## config.mk

```make
export PLATFORM = sky130hd
export DESIGN_NAME = bus_cycle_seq
export DESIGN_NICKNAME = d
export VERILOG_FILES = /design/src/rtl/bcs_pkg.sv /design/src/rtl/bcs_tstate_ctr.sv /design/src/rtl/bcs_strobe_gen.sv /design/src/rtl/bcs_bus_regs.sv /design/src/rtl/bus_cycle_seq.sv
export SDC_FILE = /design/constraint.sdc
export NUM_CORES = 1
export LEC_CHECK = 0
export ABC_AREA = 0
export BUFFER_PORTS_ARGS = -buffer_cell sky130_fd_sc_hd__buf_4
export CORE_ASPECT_RATIO = 0.5
export CORE_MARGIN = 4
export CORE_UTILIZATION = 48
export DETAILED_ROUTE_END_ITERATION = 10
export HOLD_SLACK_MARGIN = 0.06
export PLACE_DENSITY = 0.8
export SYNTH_ARGS = -nofsm -noshare
export SYNTH_HDL_FRONTEND = slang
export SYNTH_SLANG_ARGS = --single-unit
```

## constraint.sdc

```tcl
create_clock -name clk -period 2.45 [get_ports clk]
set_input_delay 0.49 -clock clk [delete_from_list [all_inputs] [get_ports clk]]
set_output_delay 0.49 -clock clk [all_outputs]
set_load 0.02 [all_outputs]
```

## src/rtl/bcs_pkg.sv

```systemverilog
package bcs_pkg;

   typedef enum logic [2:0] {
      CYC_FETCH = 3'd0,
      CYC_MRD   = 3'd1,
      CYC_MWR   = 3'd2,
      CYC_IORD  = 3'd3,
      CYC_IOWR  = 3'd4,
      CYC_INTA  = 3'd5
   } cyc_kind_e;

   function automatic logic kind_known(input logic [2:0] k);
      return k <= 3'd5;
   endfunction

   function automatic logic kind_reads(input cyc_kind_e k);
      return (k == CYC_FETCH) || (k == CYC_MRD) || (k == CYC_IORD) || (k == CYC_INTA);
   endfunction

   function automatic logic kind_writes(input cyc_kind_e k);
      return (k == CYC_MWR) || (k == CYC_IOWR);
   endfunction

   function automatic logic kind_io(input cyc_kind_e k);
      return (k == CYC_IORD) || (k == CYC_IOWR) || (k == CYC_INTA);
   endfunction

endpackage

```

## src/rtl/bcs_tstate_ctr.sv

```systemverilog
module bcs_tstate_ctr
   import bcs_pkg::*;
#(
   parameter int LEN_W     = 3,
   parameter int BASE_LEN  = 3,
   parameter int MIN_FETCH = 4,
   parameter int MAX_FETCH = 6
) (
   input  logic             clk,
   input  logic             rst_n,
   input  logic             start,
   input  cyc_kind_e        start_kind,
   input  logic [LEN_W-1:0] start_len,
   output logic [LEN_W-1:0] tstate,
   output cyc_kind_e        kind_q,
   output logic             busy,
   output logic             last
);
   localparam logic [LEN_W-1:0] LEN_BASE = LEN_W'(BASE_LEN);
   localparam logic [LEN_W-1:0] LEN_MIN  = LEN_W'(MIN_FETCH);
   localparam logic [LEN_W-1:0] LEN_MAX  = LEN_W'(MAX_FETCH);

   if (MAX_FETCH >= (1 << LEN_W)) begin : g_bad_width
      $error("MAX_FETCH does not fit in LEN_W bits");
   end
   if (MIN_FETCH <= BASE_LEN || MIN_FETCH > MAX_FETCH) begin : g_bad_range
      $error("fetch length range must lie above BASE_LEN and be ordered");
   end

   logic [LEN_W-1:0] t_q;
   logic [LEN_W-1:0] len_q;
   logic [LEN_W-1:0] len_sel;

   always_comb begin
      if (start_kind != CYC_FETCH)      len_sel = LEN_BASE;
      else if (start_len < LEN_MIN)     len_sel = LEN_MIN;
      else if (start_len > LEN_MAX)     len_sel = LEN_MAX;
      else                              len_sel = start_len;
   end

   assign busy   = (t_q != '0);
   assign last   = busy && (t_q == len_q);
   assign tstate = t_q;

   always_ff @(posedge clk or negedge rst_n) begin
      if (!rst_n) begin
         t_q    <= '0;
         len_q  <= LEN_BASE;
         kind_q <= CYC_FETCH;
      end else if (start) begin
         t_q    <= LEN_W'(1);
         len_q  <= len_sel;
         kind_q <= start_kind;
      end else if (last) begin
         t_q    <= '0;
      end else if (busy) begin
         t_q    <= t_q + LEN_W'(1);
      end
   end
endmodule

```

## src/rtl/bcs_strobe_gen.sv

```systemverilog
module bcs_strobe_gen
   import bcs_pkg::*;
#(
   parameter int LEN_W = 3
) (
   input  logic [LEN_W-1:0] tstate,
   input  cyc_kind_e        kind,
   input  logic             busy,
   output logic             ale,
   output logic             rd_n,
   output logic             wr_n,
   output logic             io_m,
   output logic             data_oe
);
   localparam logic [LEN_W-1:0] ST_T1 = LEN_W'(1);
   localparam logic [LEN_W-1:0] ST_T2 = LEN_W'(2);
   localparam logic [LEN_W-1:0] ST_T3 = LEN_W'(3);

   logic xfer_window;

   assign xfer_window = busy && ((tstate == ST_T2) || (tstate == ST_T3));

   always_comb begin
      ale     = busy && (tstate == ST_T1);
      rd_n    = !(xfer_window && kind_reads(kind));
      wr_n    = !(xfer_window && kind_writes(kind));
      data_oe = xfer_window && kind_writes(kind);
      io_m    = busy && kind_io(kind);
   end
endmodule

```

## src/rtl/bcs_bus_regs.sv

```systemverilog
module bcs_bus_regs #(
   parameter int ADDR_W    = 16,
   parameter int DATA_W    = 8,
   parameter bit PARK_ADDR = 1'b1
) (
   input  logic              clk,
   input  logic              rst_n,
   input  logic              start,
   input  logic              capture,
   input  logic              busy,
   input  logic [ADDR_W-1:0] addr_in,
   input  logic [DATA_W-1:0] wdata_in,
   input  logic [DATA_W-1:0] bus_in,
   output logic [ADDR_W-1:0] addr_out,
   output logic [DATA_W-1:0] data_out,
   output logic [DATA_W-1:0] rdata
);
   logic [ADDR_W-1:0] addr_q;
   logic [DATA_W-1:0] wdata_q;
   logic [DATA_W-1:0] rdata_q;

   always_ff @(posedge clk or negedge rst_n) begin
      if (!rst_n) begin
         addr_q  <= '0;
         wdata_q <= '0;
      end else if (start) begin
         addr_q  <= addr_in;
         wdata_q <= wdata_in;
      end
   end

   always_ff @(posedge clk or negedge rst_n) begin
      if (!rst_n)       rdata_q <= '0;
      else if (capture) rdata_q <= bus_in;
   end

   if (PARK_ADDR) begin : g_park
      assign addr_out = addr_q;
   end else begin : g_zero_idle
      assign addr_out = busy ? addr_q : '0;
   end

   assign data_out = wdata_q;
   assign rdata    = rdata_q;
endmodule

```

## src/rtl/bus_cycle_seq.sv

```systemverilog
module bus_cycle_seq
   import bcs_pkg::*;
#(
   parameter int ADDR_W    = 16,
   parameter int DATA_W    = 8,
   parameter int LEN_W     = 3,
   parameter int BASE_LEN  = 3,
   parameter int MIN_FETCH = 4,
   parameter int MAX_FETCH = 6,
   parameter bit PARK_ADDR = 1'b1
) (
   input  logic              clk,
   input  logic              rst_n,
   input  logic              req_valid,
   input  logic [2:0]        req_kind,
   input  logic [ADDR_W-1:0] req_addr,
   input  logic [DATA_W-1:0] req_wdata,
   input  logic [LEN_W-1:0]  req_fetch_len,
   output logic              busy,
   output logic              done,
   output logic [DATA_W-1:0] rdata,
   output logic              ale,
   output logic              rd_n,
   output logic              wr_n,
   output logic              io_m,
   output logic [ADDR_W-1:0] addr_out,
   output logic [DATA_W-1:0] data_out,
   output logic              data_oe,
   input  logic [DATA_W-1:0] data_in
);
   localparam logic [LEN_W-1:0] ST_CAPTURE = LEN_W'(BASE_LEN);

   if (BASE_LEN != 3) begin : g_bad_base
      $error("the three-state transfer window needs BASE_LEN of 3");
   end

   logic             accept;
   logic             last;
   logic             capture;
   logic             done_q;
   logic [LEN_W-1:0] tstate;
   cyc_kind_e        kind_q;

   assign accept = req_valid && !busy && kind_known(req_kind);

   bcs_tstate_ctr #(
      .LEN_W(LEN_W), .BASE_LEN(BASE_LEN),
      .MIN_FETCH(MIN_FETCH), .MAX_FETCH(MAX_FETCH)
   ) u_ctr (
      .clk(clk), .rst_n(rst_n), .start(accept),
      .start_kind(cyc_kind_e'(req_kind)), .start_len(req_fetch_len),
      .tstate(tstate), .kind_q(kind_q), .busy(busy), .last(last)
   );

   bcs_strobe_gen #(.LEN_W(LEN_W)) u_strb (
      .tstate(tstate), .kind(kind_q), .busy(busy),
      .ale(ale), .rd_n(rd_n), .wr_n(wr_n), .io_m(io_m), .data_oe(data_oe)
   );

   assign capture = busy && (tstate == ST_CAPTURE) && kind_reads(kind_q);

   bcs_bus_regs #(
      .ADDR_W(ADDR_W), .DATA_W(DATA_W), .PARK_ADDR(PARK_ADDR)
   ) u_regs (
      .clk(clk), .rst_n(rst_n), .start(accept), .capture(capture), .busy(busy),
      .addr_in(req_addr), .wdata_in(req_wdata), .bus_in(data_in),
      .addr_out(addr_out), .data_out(data_out), .rdata(rdata)
   );

   always_ff @(posedge clk or negedge rst_n) begin
      if (!rst_n) done_q <= 1'b0;
      else        done_q <= last;
   end

   assign done = done_q;
endmodule

```

Word-level counts from Yosys, hierarchy flattened

Cells that the tools add are included.

Flip-flop bits (word level): 42
Bits of input ports: 41
Output and inout bits: 39
Word-level logic and storage cells: 50

$add $sub $neg: 1
Order comparisons: 3
Eq/ne operators: 9
Mux-type cells: 6
Reductions and logical operators: 24

Operators with widths:

| cell                                                   | count |
|---|---|
| two-way mux 3 bit                                      | 6 |
| equality test 3 x 2 -> 1 bit (second input constant)   | 4 |
| logical AND 1 bit                                      | 10 |
| nonzero test 3 bit                                     | 3 |
| logical OR 1 bit                                       | 7 |
| equality test 3 x 1 -> 1 bit (second input constant)   | 2 |
| equality test 3 bit (second input constant)            | 2 |
| adder 3 x 1 -> 3 bit (second input constant)           | 1 |
| equality test 3 bit                                    | 1 |
| > comparator 3 bit (second input constant)             | 1 |
| less-or-equal comparator 3 bit (second input constant) | 1 |
| zero test 1 bit                                        | 3 |
| zero test 3 bit                                        | 1 |
| < comparator 3 bit (second input constant)             | 1 |

Longest topological paths before layout

Gate-level depths: netlist (run 1).

Depth in word-level cells: 6
Gate-level depth with buffers: 8

Hierarchy

From an unflattened synthesis (run 1), not the netlist that was laid out.

Cell total of the unflattened synthesis: 126
Area total of the unflattened synthesis: 1,898.1 um^2

By module, submodules not included:

| module         | instances | cells an instance | area each (um^2) | sequential area each (um^2) |
|---|---|---|---|---|
| bcs_bus_regs   | 1         | 68                | 1,292.5          | 800.8 |
| bcs_tstate_ctr | 1         | 40                | 461.7            | 227.7 |
| bcs_strobe_gen | 1         | 11                | 77.6             | 0.0 |
| bus_cycle_seq  | 1         | 7                 | 66.3             | 25.0 |

Worst setup path after synthesis (run 1)

OpenSTA, ideal clock, no wires.

Kind: register -> output
Start point: register u_ctr.t_q[0] (netlist: u_ctr.tstate[0])
End point: output data_oe
Arrival: 1.604 ns
Data required time: 1.960 ns
Slack: 0.356 ns
Stages on the path, launching flop included: 7
Cell sequence: dfrtp_1 inv_1 ha_1 nor2b_1 buf_4 a211o_1 nor2_1

Longest elaborated chain between the ends: 4

Ends and longest elaborated chain:

| element                      | line                 | source |
|---|---|---|
| start: declaration           | bcs_tstate_ctr.sv:30 | `logic [LEN_W-1:0] t_q;` |
| start signal: assignment     | bcs_tstate_ctr.sv:57 | `t_q <= t_q + LEN_W'(1);` |
| equality test 3 x 2 -> 1 bit | bcs_strobe_gen.sv:21 | `assign xfer_window = busy && ((tstate == ST_T2) \|\| (tstate == ST_T3));` |
| logical OR 1 bit             | bcs_strobe_gen.sv:21 |  |
| logical AND 1 bit *          | bcs_strobe_gen.sv:21 |  |
| logical AND 1 bit *          | bcs_strobe_gen.sv:27 | `data_oe = xfer_window && kind_writes(kind);` |
| end: declaration             | bus_cycle_seq.sv:28  | `output logic data_oe,` |

Mark *: on every way between the ends. The rest lies on a longest branch, timed or not.

Worst setup path in the final report (run 1)

Start point: register u_ctr.t_q[0] (netlist: u_ctr.tstate[0])
End point: output wr_n

Longest elaborated chain between the ends: 5

Ends and longest elaborated chain:

| element                      | line                 | source |
|---|---|---|
| equality test 3 x 2 -> 1 bit | bcs_strobe_gen.sv:21 |  |
| logical OR 1 bit             | bcs_strobe_gen.sv:21 |  |
| logical AND 1 bit *          | bcs_strobe_gen.sv:21 |  |
| logical AND 1 bit *          | bcs_strobe_gen.sv:26 | `wr_n = !(xfer_window && kind_writes(kind));` |
| zero test 1 bit *            | bcs_strobe_gen.sv:26 |  |
| end: declaration             | bus_cycle_seq.sv:24  | `output logic wr_n,` |

Marks and branches as above.

==> parameters.txt, run 1 <==
Parameter                              Value

Run status
  Result of the run    complete, no violations

Routing
  Mean routed wirelength per cell    15.0 um
  DRT antenna net count    0
  Remaining design rule violation count    0
  Drt first pass iters    4
  Overall routed net length    4.18 mm
  Drt initial violations    30
  Vias per std cell    4.92
  Number of vias in the routed layout    1374

Placed design
  Placed cell count    approximately 270
  Post-DP Area    2620 um^2
  Final HPWL DP    3.14 mm
  IO buf count    79
  Placer's final routability congestion estimate    0.790

Cells and area
  Most frequent standard cell in the layout excluding fill and tap cells    sky130_fd_sc_hd__buf_4
  Number of nets in the finished design    270
  Proportion of layout cells with a drive suffix above 1    ~58%
  Leading cell types in the layout, fill and taps excluded    82 x sky130_fd_sc_hd__buf_4, 40 x sky130_fd_sc_hd__dfrtp_1, 27 x sky130_fd_sc_hd__mux2_4, 9 x sky130_fd_sc_hd__a21oi_1, 8 x sky130_fd_sc_hd__nand2_1
  Antenna diode instance count    0
  Area growth from synthesis to layout    38.0%
  Number of standard cells in the final layout excluding fillers    279
  Final standard cell area without fillers    about 2700 um^2

Pwr
  Total power    3840 uW
  Max IR drop VDD    0.608 mV
  Pleak    0.00142 uW
  Power density over cell area    1410 nW/um^2

Floorplan
  Die area    5260 um^2
  Initial cell density of the core    50.2%
  Die height    53.3 um
  Core region area    3920 um^2
  Boundary Pins    80
  X dimension of the die    98.6 um
  Std cell rows    16

Clock network
  CTS clk-pin slew, worst paths    80 ps
  CTS Buffer Depth    2
  Worst skew pair latency    290 ps
  Quantity of hold-fixing buffers added after cts    0
  CTS HTree Levels    2
  # clock sinks    42
  Num CTS Buffers    5
  TritonCTS clock tree    done
  Clk root buf    sky130_fd_sc_hd__clkbuf_8

Synth
  Arithmetic-cell share of the synthesized area counting full adders, half adders and majority gates    around 3.7%
  Count of different cell masters after synthesis    35
  Combinational family with the most area after synthesis    multiplexers
  Seq/Total Area, Yosys    roughly 53%
  Synthesized-area fraction occupied by and/or/nand/nor cells    8.06%
  XOR/XNOR Fraction of Synth Area    0.889%
  Synth Warn #    0
  Portion of netlist area occupied by mux cells    between 20% and 30%
  Mapped Nets    184
  Mean post-synth cell area    14.3 um^2
  #FFs+latches synth    42
  Syn Inst Count    138
  Netlist area before placement    1970 um^2
  Compound-Gate Fraction of Synth Area    approximately 4.8%

Global routing
  Gr usage total    about 16%
  Vias in the first global route    1395
  Initial antenna violation count    0
  Total gr overflow    0
  Largest net degree at the start of global routing    43
  Wire length of the first global-routing pass    6.44 mm

Setup path
  Path type of the worst setup path    flip-flop to output port
  Series of cell instances along the critical path    inv_1 > ha_1 > nor2b_1 > a211o_1 > or2_1 > buf_4
  Maximum fanout along the worst path    5
  WP depth    6
  Cell with the biggest individual delay on the critical path    sky130_fd_sc_hd__dfrtp_1
  Crit path required time    1960 ps
  Critical Path End Type    output port
  Largest stage delay on the critical path    350 ps
  Cell type group with the largest total delay on the critical path    simple AND/OR/NAND/NOR gates
  Combined buffer and inverter count along the critical path    2
  R2r worst-path depth    6
  Arr. time, crit path    1870 ps
  Category of the worst setup path launch point    flip-flop

STA
  Final-layout worst hold slack    about 160 ps
  Total count of max-transition violations in the final report    0
  Share of the cycle needed by the critical path after routing    a little over nine tenths
  Setup violators final    0
  Transition time of the tightest slew-check pin    517 ps
  Endpoints failing hold    0
  RSZ-0062 raised after global routing    false
  Worst-case headroom to the max-slew limit    65.2%
  Final-layout setup total negative slack    0 ps
  Final Skew    roughly 1.9 ps
  Maximum achievable frequency    0.424 GHz
  Min cycle time layout    2360 ps

Flow run
  Number of maximum-capacitance violations    0

Min path
  Hold Path Class    input port to asynchronous set/reset pin
[layer usage]
layer / up-vias / wire, um / global-route usage (%) / share of wire, %
met5: - / 0 / 0 / 0
met1: 685 / 1700 / 18.0 / 41
met3: 7 / 189 / 4.34 / 4.5
met4: 0 / 43 / 4.08 / 1.0
met2: 33 / 2240 / 30.1 / 54
li1: 649 / - / - / -
[through the flow]
step / worst slack (ps) / util (%)
global route: 0.749 / 69.3
finish: 92.9 / 69.3
detailed placement: 295 / 66.7
CTS: 36.0 / 69.1
floorplan: 356 / -
global placement: 332 / 66.7
[path summary, 6_finish.rpt]
kind                                       from                   to  slack, ps
worst max-delay path            u_ctr.tstate[0]                 wr_n         90
worst min-delay path                      rst_n   u_regs.addr_out[5]        160
worst max register to register  u_ctr.tstate[0]  u_regs.addr_out[13]        410
worst min register to register  u_regs.rdata[4]      u_regs.rdata[4]        500
max in group asynchronous                 rst_n       u_ctr.len_q[1]       1910
min in group clk                     data_in[4]      u_regs.rdata[4]        420
[cells in the mapped netlist]
master	instances	share of area [%]
sky130_fd_sc_hd__buf_4	1	0.38
sky130_fd_sc_hd__nand3_1	1	0.25
sky130_fd_sc_hd__mux2_2	6	3.4
sky130_fd_sc_hd__or2_1	1	0.32
sky130_fd_sc_hd__nand3b_1	2	0.76
sky130_fd_sc_hd__a21oi_1	9	2.3
sky130_fd_sc_hd__nor2_1	4	0.76
sky130_fd_sc_hd__nor4_1	1	0.32
sky130_fd_sc_hd__mux2_1	3	1.7
sky130_fd_sc_hd__o31ai_1	1	0.38
sky130_fd_sc_hd__nand2_1	8	1.5
sky130_fd_sc_hd__a22oi_1	1	0.38
sky130_fd_sc_hd__a21o_1	1	0.38
sky130_fd_sc_hd__nor3b_1	1	0.38
sky130_fd_sc_hd__mux2_4	27	21
sky130_fd_sc_hd__dfstp_2	2	2.7
sky130_fd_sc_hd__or3_1	1	0.32
sky130_fd_sc_hd__ha_1	5	3.2
sky130_fd_sc_hd__nand3_4	1	0.89
sky130_fd_sc_hd__nand2_2	1	0.32
sky130_fd_sc_hd__nor2_8	1	1.0
sky130_fd_sc_hd__inv_4	1	0.32
sky130_fd_sc_hd__xnor2_1	2	0.89
sky130_fd_sc_hd__or2_2	1	0.32
sky130_fd_sc_hd__nor3_1	1	0.25
sky130_fd_sc_hd__a211o_1	1	0.44
sky130_fd_sc_hd__nor2b_1	1	0.32
sky130_fd_sc_hd__o21ai_0	1	0.25
sky130_fd_sc_hd__buf_6	3	1.7
sky130_fd_sc_hd__o22ai_1	1	0.32
sky130_fd_sc_hd__a31oi_1	1	0.32
sky130_fd_sc_hd__nand2b_1	1	0.32
sky130_fd_sc_hd__maj3_2	1	0.57
sky130_fd_sc_hd__dfrtp_1	40	51
sky130_fd_sc_hd__inv_1	5	0.95
[kinds of logic after synthesis]
| group | Yosys count |
|---|---|
| AOI/OAI and AO/OA | 16 |
| xor gates and xnor gates | 2 |
| adders and majority gates | 6 |
| buffers and inverters | 10 |
| DFF | 42 |
| muxes | 36 |
| and+or+nand+nor | 26 |
[flip-flops by register name, summed over array words and instances, names as in the netlist]
signal,count
u_ctr.len_q,3
u_ctr.kind_q,3
u_regs.addr_out,16
u_regs.data_out,8
u_ctr.tstate,3
u_regs.rdata,8
done,1
[power breakdown]
group	switching, uW	leakage [uW]	internal (uW)
Combinational	1010	0.000871	1110
Clock	238	0.0000452	201
Sequential	228	0.000502	1050
[layout make-up]
| type | instances | area, um^2 |
|---|---|---|
| Multi-Input combinational cell | 86 | 851 |
| Fill cell | 302 | 1200 |
| Tap cell | 54 | 67.6 |
| Clock inverter | 2 | 13.8 |
| Clock buffer | 6 | 72.6 |
| Timing Repair Buffer | 83 | 636 |
| Sequential cell | 42 | 1050 |
| Inverter | 6 | 25.0 |
[what timing repair did]
item	4_1_cts	5_1_grt
setup endpoints to repair	1	1
resized for setup	0	0
setup buffers	1	1
cloned	0	0
Note: power is estimated with default switching activity, not from simulation.
==> run 2: changes to the inputs <==
--- a/config.mk
+++ b/config.mk
@@ -7,12 +7,13 @@
 export LEC_CHECK = 0
 export ABC_AREA = 0
 export BUFFER_PORTS_ARGS = -buffer_cell sky130_fd_sc_hd__buf_4
-export CORE_ASPECT_RATIO = 0.5
-export CORE_MARGIN = 4
+export CORE_ASPECT_RATIO = 1.4
+export CORE_MARGIN = 2
 export CORE_UTILIZATION = 48
 export DETAILED_ROUTE_END_ITERATION = 10
 export HOLD_SLACK_MARGIN = 0.06
 export PLACE_DENSITY = 0.8
+export SETUP_SLACK_MARGIN = 0.5
 export SYNTH_ARGS = -nofsm -noshare
 export SYNTH_HDL_FRONTEND = slang
 export SYNTH_SLANG_ARGS = --single-unit
==> run 2 against run 1 <==
  * Setup slack better by 99 ps
  * Global-route usage up 3.8 points
  * Non-clock buffer count up 8
  * Routed wire length up 3.7%
  * Sequential power about the same
  * Combinational power up 11%
  * Count of clock-buffer cells in the layout unchanged
  * Flip-flop and latch count unchanged
  * Via count up 4.3%
  * Cell count down 1.1%
==> parameters.txt, run 2 (synthesized netlist as in run 1, its figures left out) <==
Parameter                              Value

Run status
  Result of the run    complete, no violations (unchanged)

Setup path
  Cell with the biggest individual delay on the critical path    sky130_fd_sc_hd__dfrtp_1 (unchanged)
  Cell type group with the largest total delay on the critical path    flip-flops (was simple AND/OR/NAND/NOR gates)
  Series of cell instances along the critical path    ha_2 > ha_4 > a21oi_2 > a211o_1 > or2_4 > buf_6 (was inv_1 > ha_1 > nor2b_1 > a211o_1 > or2_1 > buf_4)
  Largest stage delay on the critical path    410 ps (was 350 ps)
  Arr. time, crit path    1770 ps (was 1870 ps)
  Crit path required time    1960 ps (about the same)
  Path type of the worst setup path    flip-flop to output port (unchanged)
  Critical Path End Type    output port (unchanged)
  Category of the worst setup path launch point    flip-flop (unchanged)
  Maximum fanout along the worst path    4 (was 5)
  Combined buffer and inverter count along the critical path    1 (was 2)

STA
  Worst-case headroom to the max-slew limit    57.8% (was 65.2%)
  Transition time of the tightest slew-check pin    627 ps (was 517 ps)
  Final Skew    4.02 ps (was 1.95 ps)
  RSZ-0062 raised after global routing    true (was false)
  Total count of max-transition violations in the final report    0 (unchanged)
  Final-layout setup total negative slack    0 ps (unchanged)
  Setup violators final    0 (unchanged)
  Endpoints failing hold    0 (unchanged)
  Min cycle time layout    2260 ps (was 2360 ps)
  Maximum achievable frequency    0.443 GHz (was 0.424 GHz)
  Share of the cycle needed by the critical path after routing    92.2% (was 96.2%)

Floorplan
  Core region area    3950 um^2 (was 3920 um^2)
  Std cell rows    27 (was 16)
  Initial cell density of the core    49.9% (was 50.2%)
  Boundary Pins    80 (unchanged)
  X dimension of the die    58.2 um (was 98.6 um)
  Die height    79.8 um (was 53.3 um)
  Die area    4640 um^2 (was 5260 um^2)

Cells and area
  Area used by sequential logic in the layout    1050 um^2 (about the same)
  Layout filler cell count    280 (was 302)
  Combined area of the multi-input logic cells    902 um^2 (was 851 um^2)
  Antenna diode instance count    0 (unchanged)
  Leading cell types in the layout, fill and taps excluded    87 x sky130_fd_sc_hd__buf_4, 39 x sky130_fd_sc_hd__dfrtp_1, 27 x sky130_fd_sc_hd__mux2_4, 8 x sky130_fd_sc_hd__nand2_1, 8 x sky130_fd_sc_hd__a21oi_1 (was 82 x sky130_fd_sc_hd__buf_4, 40 x sky130_fd_sc_hd__dfrtp_1, 27 x sky130_fd_sc_hd__mux2_4, 9 x sky130_fd_sc_hd__a21oi_1, 8 x sky130_fd_sc_hd__nand2_1)
  Proportion of layout cells with a drive suffix above 1    64.8% (was 58.2%)
  Final standard cell area without fillers    2830 um^2 (was 2720 um^2)
  Most frequent standard cell in the layout excluding fill and tap cells    sky130_fd_sc_hd__buf_4 (unchanged)
  Area growth from synthesis to layout    43.6% (was 38.0%)
  Final core utilization    71.6% (was 69.3%)
  Max reg flops    16 (unchanged)
  Number of nets in the finished design    278 (was 270)

Placed design
  Placer's final routability congestion estimate    0.850 (was 0.790)
  Post-DP Area    2610 um^2 (was 2620 um^2)
  IO buf count    79 (unchanged)
  Final HPWL DP    3.06 mm (was 3.14 mm)

Global routing
  Wire length of the first global-routing pass    6.76 mm (was 6.44 mm)
  Initial antenna violation count    0 (unchanged)
  Total gr overflow    0 (unchanged)
  Vias in the first global route    1442 (was 1395)
  Gr usage total    19.7% (was 15.8%)
  Largest net degree at the start of global routing    43 (unchanged)

Routing
  Number of vias in the routed layout    1433 (was 1374)
  Drt first pass iters    4 (unchanged)
  DRT antenna net count    0 (unchanged)
  Overall routed net length    4.33 mm (was 4.18 mm)
  Mean routed wirelength per cell    15.7 um (was 15.0 um)
  Remaining design rule violation count    0 (unchanged)
  Vias per std cell    5.19 (was 4.92)
  Drt initial violations    50 (was 30)

Clock network
  Clk root buf    sky130_fd_sc_hd__clkbuf_8 (unchanged)
  TritonCTS clock tree    done (unchanged)
  CTS HTree Levels    2 (unchanged)
  CTS clk-pin slew, worst paths    80 ps (about the same)
  Num CTS Buffers    5 (unchanged)
  CTS Buffer Depth    2 (unchanged)
  # clock sinks    42 (unchanged)
  Worst skew pair latency    300 ps (was 290 ps)

Pwr
  Power density over cell area    1450 nW/um^2 (was 1410 nW/um^2)
  Part of the power in registers    31.2% (was 33.3%)
  Max IR drop VDD    1.06 mV (was 0.608 mV)
  Switching portion of total power    38.1% (was 38.5%)
  Pleak    0.00147 uW (was 0.00142 uW)
  Total power    4090 uW (was 3840 uW)
  Part of the total power dissipated in the clock network    11.2% (was 11.5%)
  Part of the total power dissipated in combinational logic    57.6% (was 55.2%)
  Switching power total    1560 uW (was 1480 uW)
  Design internal power    2530 uW (was 2360 uW)

Min path
  Hold Path Class    input port to asynchronous set/reset pin (unchanged)

Flow run
  Number of maximum-capacitance violations    0 (unchanged)
-- run 2: cell count changes in the layout (fill, tap and decap cells not counted), moves of 2 or more --
| cell | change |
|---|---|
| sky130_fd_sc_hd__buf_4 | +5 |
| sky130_fd_sc_hd__buf_6 | +4 |
| sky130_fd_sc_hd__ha_1 | -3 |
| sky130_fd_sc_hd__ha_4 | +2 |
| sky130_fd_sc_hd__inv_1 | -2 |
| sky130_fd_sc_hd__inv_2 | +2 |
-- run 2: through the flow --
stage               worst slack (ps)  hold slack, ps  cells
floorplan                        511             194    138
global placement                 444             469    258
detailed placement               402             477    258
CTS                              210             174    274
global route                     134             198    276
finish                           192             162    276
-- run 2: power by group through the flow --
stage	combinational (uW)	sequential [uW]	clock (uW)
6_report	2360	1280	458
5_1_grt	2500	1330	502
4_1_cts	2320	1280	472
3_5_place_dp	2130	1310	0
3_3_place_gp	2090	1290	0
2_1_floorplan	1060	1600	0
-- run 2: layout make-up --
class | instances | share of cell area [%]
clock buffer | 6 | 2.92
clock inverter | 2 | 0.442
inverter | 6 | 0.885
multi-input combinational | 86 | 31.9
sequential | 42 | 37.3
tap | 43 | 1.90
timing repair buffer | 91 | 24.7
-- run 2: per-layer routing --
metal	up-vias	wire length [um]	part of all wire (%)	GRT usage (%)
met5	-	0	0	0
met4	0	146	3.4	10.9
met3	14	216	5.0	4.86
met2	54	2420	56	34.0
met1	695	1550	36	21.6
li1	670	-	-	-
-- run 2: repair_timing --
action / 4_1_cts / 5_1_grt
setup endpoints to repair: 32 / 33
pin swaps: 3 / 1
buffers inserted: 8 / 2
resized for setup: 12 / 1
hold buffers: 0 / 0
-- run 2: final timing paths --
path / from / to / slack (ps) / cells after the start
setup / recovery: u_ctr.tstate[1] / wr_n / 190 / 6
hold / removal: rst_n / u_regs.rdata[0] / 160 / 1
setup reg to reg: u_ctr.tstate[1] / u_regs.data_out[7] / 650 / 7
hold reg to reg: u_regs.rdata[5] / u_regs.rdata[5] / 490 / 1
max in group asynchronous: rst_n / u_ctr.tstate[2] / 1910 / 1
min in group clk: data_in[5] / u_regs.rdata[5] / 410 / 2
==> run 3: changes to the inputs <==
--- a/config.mk
+++ b/config.mk
@@ -9,10 +9,11 @@
 export BUFFER_PORTS_ARGS = -buffer_cell sky130_fd_sc_hd__buf_4
 export CORE_ASPECT_RATIO = 1.4
 export CORE_MARGIN = 2
-export CORE_UTILIZATION = 48
+export CORE_UTILIZATION = 30
 export DETAILED_ROUTE_END_ITERATION = 10
 export HOLD_SLACK_MARGIN = 0.06
-export PLACE_DENSITY = 0.8
+export MAX_ROUTING_LAYER = met4
+export PLACE_DENSITY = 0.66
 export SETUP_SLACK_MARGIN = 0.5
 export SYNTH_ARGS = -nofsm -noshare
 export SYNTH_HDL_FRONTEND = slang
==> run 3 against run 2 <==
  * Maximum frequency is 0.45% lower
  * Highest routed layer unchanged
  * Total power increased by 8.2%
  * Core utilization fell by 24 points
  * Worst hold slack lost 11 ps
==> parameters.txt, run 3 (synthesized netlist as in run 1, its figures left out) <==
Parameter                              Value

Clock network
  Clk root buf    sky130_fd_sc_hd__clkbuf_8 (unchanged)
  CTS clk-pin slew, worst paths    90 ps (was 80 ps)
  Worst skew pair latency    300 ps (about the same)
  Quantity of hold-fixing buffers added after cts    0 (unchanged)
  # clock sinks    42 (unchanged)
  CTS HTree Levels    2 (unchanged)
  CTS Buffer Depth    2 (unchanged)
  TritonCTS clock tree    done (unchanged)
  Num CTS Buffers    5 (unchanged)

Setup path
  Maximum fanout along the worst path    3 (was 4)
  Path type of the worst setup path    flip-flop to output port (unchanged)
  Cell with the biggest individual delay on the critical path    sky130_fd_sc_hd__dfrtp_1 (unchanged)
  Largest stage delay on the critical path    420 ps (was 410 ps)
  Series of cell instances along the critical path    buf_6 > ha_4 > ha_4 > a21oi_2 > a211o_1 > or2_4 > buf_6 (was ha_2 > ha_4 > a21oi_2 > a211o_1 > or2_4 > buf_6)
  Cell type group with the largest total delay on the critical path    flip-flops (unchanged)
  Combined buffer and inverter count along the critical path    2 (was 1)
  Critical Path End Type    output port (unchanged)
  Category of the worst setup path launch point    flip-flop (unchanged)
  Crit path required time    1960 ps (about the same)
  Arr. time, crit path    1780 ps (was 1770 ps)

STA
  Worst-case headroom to the max-slew limit    64.8% (was 57.8%)
  Final-layout worst hold slack    151 ps (was 162 ps)
  Endpoints failing hold    0 (unchanged)
  Min cycle time layout    2270 ps (was 2260 ps)
  Total count of max-transition violations in the final report    0 (unchanged)
  RSZ-0062 raised after global routing    true (unchanged)
  Final-layout setup total negative slack    0 ps (unchanged)
  Transition time of the tightest slew-check pin    523 ps (was 627 ps)
  Share of the cycle needed by the critical path after routing    92.6% (was 92.2%)
  Setup violators final    0 (unchanged)
  Maximum achievable frequency    0.441 GHz (was 0.443 GHz)
  Final Skew    12.3 ps (was 4.02 ps)

Global routing
  Vias in the first global route    1524 (was 1442)
  Total gr overflow    0 (unchanged)
  Wire length of the first global-routing pass    7.25 mm (was 6.76 mm)
  Initial antenna violation count    0 (unchanged)
  Gr usage total    13.3% (was 19.7%)
  Largest net degree at the start of global routing    43 (unchanged)

Cells and area
  Proportion of layout cells with a drive suffix above 1    66.8% (was 64.8%)
  Antenna diode instance count    0 (unchanged)
  Most frequent standard cell in the layout excluding fill and tap cells    sky130_fd_sc_hd__buf_4 (unchanged)
  Number of standard cells in the final layout excluding fillers    304 (was 276)
  Leading cell types in the layout, fill and taps excluded    81 x sky130_fd_sc_hd__buf_4, 38 x sky130_fd_sc_hd__dfrtp_1, 35 x sky130_fd_sc_hd__mux2_4 (was 87 x sky130_fd_sc_hd__buf_4, 39 x sky130_fd_sc_hd__dfrtp_1, 27 x sky130_fd_sc_hd__mux2_4, 8 x sky130_fd_sc_hd__nand2_1, 8 x sky130_fd_sc_hd__a21oi_1)
  Layout filler cell count    584 (was 280)
  Area growth from synthesis to layout    50.9% (was 43.6%)
  Max reg flops    16 (unchanged)
  Final standard cell area without fillers    2970 um^2 (was 2830 um^2)
  Number of nets in the finished design    277 (was 278)

Floorplan
  X dimension of the die    72.5 um (was 58.2 um)
  Initial cell density of the core    31.3% (was 49.9%)
  Boundary Pins    80 (unchanged)
  Core region area    6300 um^2 (was 3950 um^2)
  Die height    99.9 um (was 79.8 um)
  Std cell rows    34 (was 27)
  Die area    7240 um^2 (was 4640 um^2)

Min path
  Hold Path Class    input port to asynchronous set/reset pin (unchanged)

Placed design
  Placed cell count    287 (was 258)
  Final HPWL DP    3.18 mm (was 3.06 mm)
  Placer's final routability congestion estimate    0.833 (was 0.850)
  Post-DP Area    2660 um^2 (was 2610 um^2)
  IO buf count    79 (unchanged)

Pwr
  Max IR drop VDD    0.411 mV (was 1.06 mV)
  Total power    4430 uW (was 4090 uW)
  Power density over cell area    1490 nW/um^2 (was 1450 nW/um^2)
  Pleak    0.00151 uW (was 0.00147 uW)

Routing
  Remaining design rule violation count    0 (unchanged)
  Vias per std cell    4.72 (was 5.19)
  Number of vias in the routed layout    1434 (was 1433)
  Drt initial violations    36 (was 50)
  DRT antenna net count    0 (unchanged)
  Overall routed net length    4.59 mm (was 4.33 mm)
  Mean routed wirelength per cell    15.1 um (was 15.7 um)
  Drt first pass iters    4 (unchanged)

Flow run
  Number of maximum-capacitance violations    0 (unchanged)

Run status
  Result of the run    complete, no violations (unchanged)
run 3: changes by cell type in the layout (fill, tap and decap cells not counted), moves of 2 or more:
| cell | delta |
|---|---|
| sky130_fd_sc_hd__buf_4 | -6 |
| sky130_fd_sc_hd__buf_6 | +4 |
| sky130_fd_sc_hd__bufinv_16 | +2 |
| sky130_fd_sc_hd__mux2_1 | -3 |
| sky130_fd_sc_hd__mux2_2 | -5 |
| sky130_fd_sc_hd__mux2_4 | +8 |
run 3: worst paths after layout:
kind	startpoint	end	slack [ps]	cells after the start
worst max-delay path	u_ctr.tstate[1]	wr_n	180	7
worst min-delay path	rst_n	u_regs.data_out[7]	150	1
worst max register to register	u_ctr.tstate[1]	u_regs.rdata[2]	500	10
worst min register to register	u_regs.rdata[4]	u_regs.rdata[4]	510	1
max in group asynchronous	rst_n	u_regs.addr_out[15]	1910	1
min in group clk	req_addr[6]	u_regs.addr_out[6]	410	2
run 3: routing by layer:
| layer | vias up | part of all wire, % | global-route usage, % |
|---|---|---|---|
| met5 | - | 0 | - |
| met4 | 0 | 2.9 | 6.55 |
| met3 | 12 | 6.2 | 3.82 |
| met2 | 49 | 54 | 22.1 |
| met1 | 705 | 37 | 14.6 |
| li1 | 668 | - | - |
run 3: final cells by class:
cell class,count,area (um^2),area share (%)
clock buffer,5,68.8,2.31
multi-input combinational,86,947,31.8
clock inverter,3,68.8,2.31
sequential,42,1060,35.5
timing repair buffer,90,718,24.1
tap,72,90.1,3.03
inverter,6,25.0,0.841
run 3: worst reg2reg max path, delay by kind of cell, from the launching register on:
family                   cells  cell delay, ps
buffers and inverters        5             540
flip-flops                   1             420
multiplexers                 1             320
adder cells (fa/ha/maj)      1             160
AND/OR/NAND/NOR              3             390
run 3: stage by stage:
stage	util (%)	setup slack (ps)
2_1_floorplan	-	511
4_1_cts	46.5	191
3_3_place_gp	42.2	431
6_report	47.2	182
5_1_grt	47.2	124
3_5_place_dp	42.2	395
run 3: report_power, final:
group | switching, uW | leakage, uW | internal, uW
Sequential | 245 | 0.000500 | 1050
Clock | 258 | 0.0000683 | 409
Combinational | 1120 | 0.000946 | 1340
run 3: repair_timing:
item,CTS,global route
buffers inserted,8,1
cloned,0,0
pin swaps,4,3
resized for setup,20,10
setup endpoints to repair,32,14
